`src/rtl/pe_pkg.sv`:
```
package pe_pkg;

    localparam int STAGE_LINES = 8;
    localparam int STAGE_CW    = $clog2(STAGE_LINES);

    typedef struct packed {
        logic [STAGE_CW-1:0] code_n;
        logic                gs_n;
        logic                eo_n;
    } stage_out_t;

    typedef struct packed {
        logic                hit;
        logic [STAGE_CW-1:0] idx;
    } find_t;

    // Ascending scan: the last active line seen is the highest one.
    function automatic find_t pe_find(input logic [STAGE_LINES-1:0] lines_n);
        find_t r;
        r.hit = 1'b0;
        r.idx = '0;
        for (int i = 0; i < STAGE_LINES; i++) begin
            if (!lines_n[i]) begin
                r.hit = 1'b1;
                r.idx = STAGE_CW'(i);
            end
        end
        return r;
    endfunction

endpackage

```
`src/rtl/pe_stage.sv`:
```
module pe_stage
    import pe_pkg::*;
(
    input  logic                   en_n,
    input  logic [STAGE_LINES-1:0] req_n,
    output stage_out_t             res
);

    find_t found;

    always_comb begin
        found = pe_find(req_n);
        if (en_n) begin
            res = '1;
        end else if (!found.hit) begin
            res.code_n = '1;
            res.gs_n   = 1'b1;
            res.eo_n   = 1'b0;
        end else begin
            res.code_n = ~found.idx;
            res.gs_n   = 1'b0;
            res.eo_n   = 1'b1;
        end
    end

    logic [STAGE_CW-1:0] win_idx;
    assign win_idx = ~res.code_n;

    always_comb begin
        if (en_n) begin
            AST_OFF_ALL_HIGH: assert (&{res.code_n, res.gs_n, res.eo_n});
        end
        AST_FLAGS_EXCLUSIVE: assert (res.gs_n || res.eo_n);
        if (!res.eo_n) begin
            AST_IDLE_CODE: assert (&res.code_n && &req_n);
        end
        if (!res.gs_n) begin
            AST_WINNER_LIVE: assert (!req_n[win_idx]);
            AST_NONE_ABOVE: assert (&(req_n | ((STAGE_LINES'(2) << win_idx) - STAGE_LINES'(1))));
        end
    end

endmodule

```
`src/rtl/prio_enc_chain.sv`:
```
module prio_enc_chain
    import pe_pkg::*;
#(
    parameter  int NUM_STAGES = 2,
    localparam int LINES      = NUM_STAGES * STAGE_LINES,
    localparam int CW         = $clog2(LINES)
) (
    input  logic             en_n,
    input  logic [LINES-1:0] req_n,
    output logic [CW-1:0]    code_n,
    output logic             gs_n,
    output logic             eo_n
);

    // en_chain[s+1] enables stage s; stage s drives en_chain[s].
    logic [NUM_STAGES:0]   en_chain;
    logic [NUM_STAGES-1:0] stage_gs_n;
    stage_out_t            so [NUM_STAGES];
    logic [STAGE_CW-1:0]   low_code_n;

    assign en_chain[NUM_STAGES] = en_n;

    for (genvar s = 0; s < NUM_STAGES; s++) begin : g_stage
        pe_stage u_stg (
            .en_n  (en_chain[s+1]),
            .req_n (req_n[s*STAGE_LINES +: STAGE_LINES]),
            .res   (so[s])
        );
        assign en_chain[s]   = so[s].eo_n;
        assign stage_gs_n[s] = so[s].gs_n;
    end

    always_comb begin
        low_code_n = '1;
        for (int s = 0; s < NUM_STAGES; s++) begin
            low_code_n = low_code_n & so[s].code_n;
        end
    end

    if (NUM_STAGES > 1) begin : g_group
        localparam int SW = CW - STAGE_CW;
        logic [SW-1:0] grp_code_n;
        always_comb begin
            grp_code_n = '1;
            for (int s = 0; s < NUM_STAGES; s++) begin
                if (!so[s].gs_n) grp_code_n = grp_code_n & ~SW'(s);
            end
        end
        assign code_n = {grp_code_n, low_code_n};
    end else begin : g_single
        assign code_n = low_code_n;
    end

    assign gs_n = &stage_gs_n;
    assign eo_n = en_chain[0];

    always_comb begin
        AST_ONE_GROUP: assert ($onehot0(~stage_gs_n));
        if (!gs_n) begin
            AST_CHAIN_FLAGS: assert (eo_n);
        end
        if (en_n) begin
            AST_CHAIN_OFF: assert (&{code_n, gs_n, eo_n});
        end
    end

endmodule

```
`config.mk`:
```
export PLATFORM = sky130hd
export DESIGN_NAME = prio_enc_chain
export DESIGN_NICKNAME = d
export VERILOG_FILES = /design/src/rtl/pe_pkg.sv /design/src/rtl/pe_stage.sv /design/src/rtl/prio_enc_chain.sv
export SDC_FILE = /design/constraint.sdc
export NUM_CORES = 1
export LEC_CHECK = 0
export ABC_AREA = 1
export BUFFER_PORTS_ARGS = -buffer_cell sky130_fd_sc_hd__buf_2
export CORE_AREA = 2 2 39 41
export DETAILED_ROUTE_END_ITERATION = 6
export DIE_AREA = 0 0 41 43
export PLACE_DENSITY_LB_ADDON = 0.25
export SYNTH_ARGS = -nofsm -noshare
export SYNTH_HDL_FRONTEND = slang
export SYNTH_HIERARCHICAL = 1
export SYNTH_SLANG_ARGS = --single-unit
```
`constraint.sdc`:
```
create_clock -name vclk -period 0.9
set_input_delay 0.045 -clock vclk [all_inputs]
set_output_delay 0.045 -clock vclk [all_outputs]
set_load 0.03 [all_outputs]
```
======== Word-level counts from Yosys, hierarchy flattened ========
Index checks and enable logic that the tools add are counted.
cells by class
  reductions and logical operators ........ 1
  bitwise gates (word level) .............. 3
  muxes and demuxes ....................... 21
operator list
  cell              number
  $mux 4            16
  $mux 5            4
  $not 3->3         2
  $and 3x3->3       1
  $reduce_and 2->1  1
  $mux 1            1
word-level totals
  word-level logic and storage cells ...... 25
  bits of input ports ..................... 17
  register bits ........................... 0
  output and inout bits ................... 6

======== Depth between registers and ports, before layout ========
  depth after elaboration ................. 13
  depth in mapped cells ................... 10
  mapped depth without buffers ............ 10

======== Modules after synthesis ========
The synthesis kept the hierarchy.
by module, submodules not included
  module          instances  cells an instance  area each (um^2)  sequential area each (um^2)
  pe_stage        2          20                 90.1              0.0
  prio_enc_chain  1          8                  30.0              0.0

======== Least setup slack after synthesis ========
No wires, ideal clock.
  path type ............................... input-to-output
  from .................................... input port req_n[13]
  to ...................................... output port gs_n
  path buffers ............................ 0
  arrival ................................. 879 ps
  cell stages on the path ................. 6
  data required time ...................... 855 ps
  slack ................................... -24 ps
  cells stage by stage .................... nand2_1 nor2_2 inv_2 o21ai_2 nand2_1 inv_1
on the way
  word-level cells in the longest chain between the ends .. 7
ends and longest elaborated chain
  what                    line                  source
  from (decl)             prio_enc_chain.sv:9   input logic [LINES-1:0] req_n,
  $mux 4 * (3 in series)  pe_pkg.sv:23          if (!lines_n[i]) begin
  $mux 5 *                pe_stage.sv:15        end else if (!found.hit) begin
  $mux 5 *                pe_stage.sv:13        if (en_n) begin
  $mux 5                  pe_stage.sv:13
  $reduce_and 2->1 *      prio_enc_chain.sv:54  assign gs_n = &stage_gs_n;
  to (decl)               prio_enc_chain.sv:11  output logic gs_n,
Mark *: on every way between the ends. The rest lies on a longest branch, timed or not.

==> flow_summary.yaml <==
routing:
  firstDrtPassIters: 2
  avgViaCountPerCell: 3.882
  met3_length_um: 40
  top_layer_used: "met3"
  drt-met1-wl_um: 276
  ant_nets: 0
  drc_errors: 0
  wl_per_cell_um: 7.161
  dr_wl_met2_um: 349
  wl_um: 666
  via_count: 361
  drt_iter0_drc: 2
power:
  p_total_uw: 203.1
  leakage_nw: 0.2683
  p_switching_uw: 100.9
  seq_power_share_pct: 0
  p_sw_share_pct: 49.68
  p_int_uw: 102.2
  ir_worst_vdd_mv: 0.1380
  power_per_cell_area_nw_per_um2: 421.5
  power_frac_comb_pct: 100.0
  p_clk_share_pct: 0
yosys:
  synthXorXnorAreaFrac_pct: 0
  synthTopCellsByArea: "nand2_1 46%, inv_1 14%, nor2_2 12%"
  yosys.area_share.adder_pct: 0
  synth_cell_types: 8
  synth_mux_area_share_pct: 0
  synth_top_family_by_area: "simple AND/OR/NAND/NOR gates"
  syn-mean-instance-area_um2: 4.379
  synthSimpleGateAreaFrac_pct: 64.29
  yosysTopAreaCellShare_pct: 46.43
  netlist_area_um2: 210.2
  synth-compound-area-share_pct: 17.86
  synth_top_area_cell: "nand2_1"
  syn_inst: 48
  syn_nets: 65
  yosysSeqAreaShare_pct: 0
  yosysWarnings: 6
finish:
  instances_no_fill: 93
  diodes: 0
  fin_util_pct: 34.81
  final_cell_area_um2: 481.7
  fin_nets: 96
  clock_buffers: 0
  regArea_um2: 0
  nFlopsAndLatches: 0
  synthToLayoutAreaGrowth_pct: 129.2
  drive_gt1_share_pct: 57.14
setup_path:
  worst-path-buf-inv: 4
  required_ps: 850
  crit_start: "req_n[9]"
  end_kind: "output port"
  cp_max_fo: 5
  critical_path.top_delay_family: "simple AND/OR/NAND/NOR gates"
  critical_path_arrival_ps: 830
  crit_type: "in2out"
  worstPathCellList: "buf_2, nand4_1, nor2_2, nand2_1, inv_2, o21ai_2, nand2_1, inv_1, buf_6"
  crit_top_cell: "nand2_1"
  critPathMaxStageDelay_ps: 130
  crit_slowest_cell: "nand4_1"
  startpoint_type: "primary input"
floorplan:
  die_w_um: 41
  dieArea_um2: 1763
  io_pins: 23
  core_area_um2: 1384
  rows: 14
  start_util_pct: 15.19
  die_y_um: 43
placement:
  place_area_um2: 390.4
  portBuffers: 23
  hpwl_um: 557.7
  place_congestion: 0.7244
  dp_cells: 92
worst_hold_path:
  hold_depth: 6
  worstHoldStart: "req_n[15]"
  min_to: "code_n[0]"
  hp-class: "in2out"
timing:
  slew_headroom_pct: 90.14
  min_period_ps: 873.6
  fin_crit_sh_pct: 97.07
  drv_slew: 0
  final-hold-violation-count: 0
  tightest_slew_ps: 146.4
  grt_setup_unrepaired: "yes"
  setup_viol: 0
  max_freq_mhz: 1145
outcome:
  status: "finished clean"
global_routing:
  grt_max_degree: 6
  grt_use_total_pct: 6.893
  grt.overflow.total: 0
  antenna_found_initial: 0
  grt_pass1_wl_um: 938
  first_global_vias: 281
flow_run:
  cap_violations: 0
[cell families after synthesis]
kind of cell / Yosys count
AO/OA/AOI/OAI: 6
AND/OR/NAND/NOR: 32
buffers and inverters: 10
[cell type report]
type / instances / area (um2)
fill: 173 / 902.1
tap: 16 / 20.02
multi-input combinational: 38 / 203.9
inverter: 10 / 37.54
timing repair buffer: 29 / 220.2
[worst max-delay path by stage]
stage / slack, ps / cells after the start / endpoint
finish: 30 / 9 / code_n[1]
global route: -60 / 12 / code_n[0]
CTS: 8 / 11 / code_n[1]
detailed placement: -130 / 11 / code_n[1]
global placement: -130 / 11 / code_n[1]
floorplan: 40 / 4 / gs_n
[cells in the mapped netlist, drive strengths merged]
cell	number
nor2	4
o21ai	4
a21oi	2
nand4	2
inv	10
nand2	26
[layer usage]
metal  up-vias  GRT usage (%)
li1        204              -
met1       148          9.177
met2         9          12.50
met3         0              0
met4         0              0
met5         -              0
[layout by cell type, fill, tap and decap left out]
| cell | count |
|---|---|
| nand2_4 | 1 |
| nor2_2 | 3 |
| inv_1 | 6 |
| o21ai_0 | 1 |
| buf_2 | 14 |
| nand4_1 | 2 |
| nor2_4 | 1 |
| nand2_1 | 22 |
| inv_2 | 4 |
| o21ai_2 | 2 |
| buf_4 | 5 |
| buf_6 | 10 |
| a21oi_1 | 2 |
| o21ai_4 | 1 |
| nand2_2 | 3 |
[power groups by stage]
stage,clock [mW],combinational (mW),sequential [mW]
5_1_grt,0,0.223,0
3_3_place_gp,0,0.156,0
4_1_cts,0,0.180,0
6_report,0,0.203,0
3_5_place_dp,0,0.157,0
2_1_floorplan,0,0.0803,0
[stage by stage]
step	setup slack, ps	TNS, ps	hold WS, ps
floorplan	44.53	0	282.8
CTS	8.353	0	486.6
detailed placement	-125.8	-366.6	539.0
global placement	-132.4	-349.4	539.7
global route	-62.61	-232.5	537.7
finish	26.41	0	474.8
[repair_timing]
action                     in CTS  in global routing
pin swaps                       2                 12
setup buffers                   0                  1
hold buffers                    0                  0
hold endpoints to repair        0                  0
setup endpoints to repair       4                  4
resized for setup              13                 11
No activity file was read; power rests on OpenSTA's default activity.
